[src/rtl/vic_pkg.sv]
package vic_pkg;

    typedef enum logic [1:0] {
        ST_IDLE = 2'd0,
        ST_PEND = 2'd1,
        ST_ACK  = 2'd2
    } vic_state_e;

endpackage

[src/rtl/vic_prio_enc.sv]
module vic_prio_enc #(
    parameter int NUM_SRC = 8,
    localparam int IDX_W  = (NUM_SRC > 1) ? $clog2(NUM_SRC) : 1
) (
    input  logic [NUM_SRC-1:0] lines,
    output logic               hit,
    output logic [IDX_W-1:0]   idx
);

    // Scan from the top down so that the lowest index is written last and wins.
    always_comb begin
        hit = 1'b0;
        idx = '0;
        for (int i = NUM_SRC - 1; i >= 0; i--) begin
            if (lines[i]) begin
                hit = 1'b1;
                idx = IDX_W'(i);
            end
        end
    end

endmodule

[src/rtl/vic_vec_table.sv]
module vic_vec_table #(
    parameter int          NUM_SRC     = 8,
    parameter int          VEC_W       = 32,
    parameter logic [31:0] DEFAULT_VEC = 32'h0000_0100,
    localparam int         IDX_W       = (NUM_SRC > 1) ? $clog2(NUM_SRC) : 1
) (
    input  logic             clk,
    input  logic             rst_n,
    input  logic             we,
    input  logic [IDX_W-1:0] waddr,
    input  logic [VEC_W-1:0] wdata,
    input  logic [IDX_W-1:0] raddr,
    output logic [VEC_W-1:0] rdata
);

    logic [VEC_W-1:0] entry_q [NUM_SRC];

    for (genvar g = 0; g < NUM_SRC; g++) begin : g_entry
        always_ff @(posedge clk or negedge rst_n) begin
            if (!rst_n) begin
                entry_q[g] <= VEC_W'(DEFAULT_VEC);
            end else if (we && (waddr == IDX_W'(g))) begin
                entry_q[g] <= wdata;
            end
        end
    end

    always_comb begin
        rdata = entry_q[0];
        for (int i = 0; i < NUM_SRC; i++) begin
            if (raddr == IDX_W'(i)) begin
                rdata = entry_q[i];
            end
        end
    end

endmodule

[src/rtl/vic_fsm.sv]
module vic_fsm
    import vic_pkg::*;
#(
    parameter int          VEC_W       = 32,
    parameter logic [31:0] DEFAULT_VEC = 32'h0000_0100
) (
    input  logic             clk,
    input  logic             rst_n,
    input  logic             any_irq,
    input  logic             rd,
    input  logic             win_hit,
    input  logic [VEC_W-1:0] win_vec,
    output vic_state_e       state_q,
    output logic             irq_out,
    output logic [VEC_W-1:0] vec_q
);

    vic_state_e state_d;

    // State register
    always_ff @(posedge clk or negedge rst_n) begin
        if (!rst_n) begin
            state_q <= ST_IDLE;
        end else begin
            state_q <= state_d;
        end
    end

    // Next-state logic
    always_comb begin
        state_d = state_q;
        unique case (state_q)
            ST_IDLE: begin
                if (rd) begin
                    state_d = ST_ACK;
                end else if (any_irq) begin
                    state_d = ST_PEND;
                end
            end
            ST_PEND: begin
                if (rd) begin
                    state_d = ST_ACK;
                end
            end
            ST_ACK: begin
                state_d = rd ? ST_ACK : ST_IDLE;
            end
            default: state_d = ST_IDLE;
        endcase
    end

    // Outputs: the request follows the state, and the vector is latched on a read
    always_comb begin
        irq_out = (state_q == ST_PEND);
    end

    always_ff @(posedge clk or negedge rst_n) begin
        if (!rst_n) begin
            vec_q <= VEC_W'(DEFAULT_VEC);
        end else if (rd) begin
            vec_q <= win_hit ? win_vec : VEC_W'(DEFAULT_VEC);
        end
    end

endmodule

[src/rtl/vic_top.sv]
module vic_top
    import vic_pkg::*;
#(
    parameter int          NUM_SRC     = 8,
    parameter int          VEC_W       = 32,
    parameter logic [31:0] DEFAULT_VEC = 32'h0000_0100,
    localparam int         IDX_W       = (NUM_SRC > 1) ? $clog2(NUM_SRC) : 1
) (
    input  logic               clk,
    input  logic               rst_n,
    input  logic [NUM_SRC-1:0] dev_irq,
    input  logic               vec_rd,
    input  logic               tbl_we,
    input  logic [IDX_W-1:0]   tbl_addr,
    input  logic [VEC_W-1:0]   tbl_wdata,
    output logic               irq_out,
    output logic [VEC_W-1:0]   vec_rdata
);

    logic             win_hit;
    logic [IDX_W-1:0] win_idx;
    logic [VEC_W-1:0] win_vec;
    vic_state_e       state_q;

    vic_prio_enc #(.NUM_SRC(NUM_SRC)) u_enc (
        .lines (dev_irq),
        .hit   (win_hit),
        .idx   (win_idx)
    );

    vic_vec_table #(
        .NUM_SRC     (NUM_SRC),
        .VEC_W       (VEC_W),
        .DEFAULT_VEC (DEFAULT_VEC)
    ) u_tbl (
        .clk   (clk),
        .rst_n (rst_n),
        .we    (tbl_we),
        .waddr (tbl_addr),
        .wdata (tbl_wdata),
        .raddr (win_idx),
        .rdata (win_vec)
    );

    vic_fsm #(
        .VEC_W       (VEC_W),
        .DEFAULT_VEC (DEFAULT_VEC)
    ) u_fsm (
        .clk     (clk),
        .rst_n   (rst_n),
        .any_irq (win_hit),
        .rd      (vec_rd),
        .win_hit (win_hit),
        .win_vec (win_vec),
        .state_q (state_q),
        .irq_out (irq_out),
        .vec_q   (vec_rdata)
    );

endmodule

[config.mk]
export PLATFORM = sky130hd
export DESIGN_NAME = vic_top
export DESIGN_NICKNAME = d
export VERILOG_FILES = /design/src/rtl/vic_pkg.sv /design/src/rtl/vic_prio_enc.sv /design/src/rtl/vic_vec_table.sv /design/src/rtl/vic_fsm.sv /design/src/rtl/vic_top.sv
export SDC_FILE = /design/constraint.sdc
export NUM_CORES = 1
export LEC_CHECK = 0
export BUFFER_PORTS_ARGS = -buffer_cell sky130_fd_sc_hd__clkbuf_2
export CORE_ASPECT_RATIO = 1.25
export CORE_UTILIZATION = 53
export CTS_BUF_LIST = sky130_fd_sc_hd__clkbuf_8
export CTS_CLUSTER_SIZE = 8
export DETAILED_ROUTE_END_ITERATION = 10
export GPL_TIMING_DRIVEN = 0
export PLACE_DENSITY = 0.73
export SYNTH_ARGS = -nofsm -noshare
export SYNTH_HDL_FRONTEND = slang
export SYNTH_SLANG_ARGS = --single-unit
[constraint.sdc]
create_clock -name clk -period 2.26 [get_ports clk]
set_clock_uncertainty 0.15 [all_clocks]
set_input_delay 0 -clock clk [delete_from_list [all_inputs] [get_ports clk]]
set_output_delay 0 -clock clk [all_outputs]
set_load 0.03 [all_outputs]
==> flow_metrics.tcl <==
set metrics [dict create \
    power_density_mw_per_mm2 893 \
    post_synth_instance_area_sq_mm 0.0130 \
    post_drt_wl_per_cell_um 23.5 \
    synth_nets 1000 \
    dieHeight_um 177 \
    hold_path_class "in2reg" \
    ys_warn_count 0 \
    h-tree-depth 2 \
    top_layer_used "met4" \
    ir_drop_uv 538 \
    area_growth_pct 17.1 \
    final-max-slew-violation-count 0 \
    grt_pass1_vias 9452 \
    synth_area_per_cell_sq_um 13.6 \
    drv_cap 0 \
    tightestPinTransition_ns 1.15 \
    place_area_sq_mm 0.0138 \
    hpwl_um 22000 \
    slew_headroom_pct 23.2 \
    netSwitchingPower_w 0.00381 \
    dieArea_sq_mm 0.0251 \
    period_minus_slack_ns 2.16 \
    diodes 0 \
    slowest_delay_ns 0.59 \
    wl_met1_um 14400 \
    synth_edf_count 0 \
    synth.area.top_cells "dfrtp_1, mux2_2, o221ai_1, dfstp_2, mux2i_1" \
    p_comb_share_pct 18.5 \
    floorplan.rows 63 \
    async_reset_ff_share_pct 100 \
    cp.arrival_ns 2.45 \
    detail_route.vias_per_cell 6.21 \
    post_cts_buffers 0 \
    antenna_found_initial 0 \
    grt-ovfl-total 0 \
    cts_sinks 290 \
    synth_most_common_cell "dfrtp_1" \
    grt_pass1_wl_um 53600 \
    seq_area_sq_mm 0.00727 \
    dr.pass1.iters 5 \
    clk_latency_ns 0.56 \
    routabilityCongestion 0.824 \
    clockPowerShare_pct 29.9 \
    drcViolationCount 0 \
    design_area_sq_mm 0.0152 \
    syn-instance-count 953 \
    worstPathMaxFanout 8 \
    track_usage_pct 28.6 \
    totalWireLength_um 34700 \
    setup_viol 0 \
    top_level_ports 80 \
    ys_ff_latch 290 \
    io_buffers 74 \
    ys_seq_area_share_pct 56.1 \
    path_buf_inv 4 \
    cts_made_buffers 45 \
    dr_total_vias 9181 \
    slowest_stage "dlygate4sd3_1" \
    crit_chain "dlygate4sd3_1 -> buf_2 -> nor2_2 -> nand2_4 -> nor4_4 -> dlygate4sd3_1 -> nor3_1 -> dlygate4sd3_1" \
    nets 1176 \
    multi_input_area_sq_mm 0.00537 \
    grt_max_degree 84 \
    postRouteAntennaNets 0 \
    wl_met3_um 2120 \
    cts_tree "done" \
    yosysTopAreaCell "dfrtp_1" \
    path_class "in2reg" \
    crit_path_frequent_cell "dlygate4sd3_1" \
    status "finished, violations left" \
    met2_length_um 16800 \
    detail_route.iter0.violations 630 \
    min_period_over_period_pct 95.4 \
    core_sq_mm 0.0239 \
    finalHoldViolCount 1 \
    nFillCells 1873 \
    crit_path_start_kind "input pin" \
    clock_path_buffers 3 \
    violations "hold timing" \
    p_seq_share_pct 51.6 \
    initial_core_util_pct 54.3 \
    intPower_w 0.00975 \
    ys.flop_type "dfrtp_1" \
    die_x_um 142 \
    yosysTopAreaCellShare_pct 54.3 \
    path_delay_family "buffers and inverters" \
    cts.root.buffer_cell "clkbuf_8" \
    drive_above_1_share_pct 38.2 \
    ys_types 54 \
    fmax_mhz 464 \
    timing.hold.ws_ns -0.00548 \
    path_clk_slew_ns 0.06 \
    worstSetupEndpointType "register" \
    netlist_top_cells_count "dfrtp_1, mux2_2, clkbuf_1" \
    switching_share_pct 28.1 \
    cp.required_ns 2.55 \
    finalPower_w 0.0136 \
    leakage_nw 6.47 \
]
## metrics by stage
| stage | cells | setup TNS, ns | util, % | worst slack, ns |
|---|---|---|---|---|
| 2_1_floorplan | 953 | 0 | - | 0.582 |
| 3_3_place_gp | 1352 | -1439.69 | 57.5 | -5.06 |
| 3_5_place_dp | 1355 | -2.86 | 57.9 | -0.181 |
| 4_1_cts | 1478 | 0 | 63.4 | 0.00746 |
| 5_1_grt | 1478 | -0.0188 | 63.5 | -0.0188 |
| 6_report | 1478 | 0 | 63.5 | 0.104 |
## worst paths after layout
| path | startpoint | cells past startpoint | endpoint | slack (ns) |
|---|---|---|---|---|
| worst max-delay path | dev_irq[4] | 8 | u_fsm.state_q[0] | 0.10 |
| worst max register to register | u_fsm.state_q[0] | 4 | u_fsm.state_q[0] | 0.13 |
| max in group asynchronous | rst_n | 5 | u_tbl.entry_q[118] | 0.44 |
| min in group asynchronous | rst_n | 3 | u_fsm.vec_q[9] | 0.34 |
| worst min register to register | u_fsm.vec_q[4] | 2 | u_fsm.vec_q[4] | 0.35 |
| worst min-delay path | dev_irq[3] | 6 | u_fsm.vec_q[24] | -0.005 |
## area by class of cell
cell class              instances  share of cell area, %
plain buffers                  70                   2.19
clock buffers                  52                   4.72
clock inverters                19                  0.511
inverters                       7                  0.173
multi-input cells             586                   35.4
flip-flops and latches        290                   47.9
well taps                     325                   2.68
repair buffers                129                   6.47
## tightest hold or removal path, delay by kind of cell
kind | cells | cell delay [ns]
AOI/OAI and AO/OA | 2 | 0.25
and+or+nand+nor | 3 | 0.28
buffers and inverters | 1 | 0.13
## power by group through the flow
stage	logic, W	clock network, W	registers, W
global route	0.00272	0.00431	0.00712
detailed placement	0.00243	0	0.00706
global placement	0.00233	0	0.00702
floorplan	0.00155	0	0.00711
CTS	0.00251	0.00410	0.00698
finish	0.00250	0.00406	0.00700
## kinds of logic (layout without fill, tap and decap cells)
kind of cell / Yosys count / count (layout) / share of synthesized area [%]
flip-flops: 290 / 290 / 56.1
multiplexers: 277 / 277 / 23.9
AO/OA/AOI/OAI: 209 / 209 / 12.6
AND/OR/NAND/NOR: 100 / 100 / 4.78
buffers and inverters: 77 / 277 / 2.69
## state kept, by name, summed over array words and instances, names as in the netlist
signal         cells
u_fsm.state_q      2
u_tbl.entry_q    256
u_fsm.vec_q       32
## placed cells by master, fill, tap and decap left out, types with 24 or more instances in the layout
cell,n
clkbuf_1,40
o221ai_1,31
dlygate4sd3_1,52
clkbuf_2,78
clkbuf_8,53
inv_1,24
mux2_2,256
o22ai_1,30
dfrtp_1,281
## per-layer routing
| metal | global-route usage, % | vias to the layer above |
|---|---|---|
| met1 | 37.2 | 4707 |
| met4 | 13.0 | 0 |
| met2 | 47.1 | 374 |
| met3 | 4.79 | 107 |
| li1 | - | 3993 |
| met5 | 0 | - |
## what timing repair did
item / in CTS / in global routing
hold buffers: 52 / 0
endpoints found under the setup margin: 0 / 51
hold endpoints to repair: 404 / 0
gates resized for setup: 0 / 19
(Power assumes the default switching activity.)
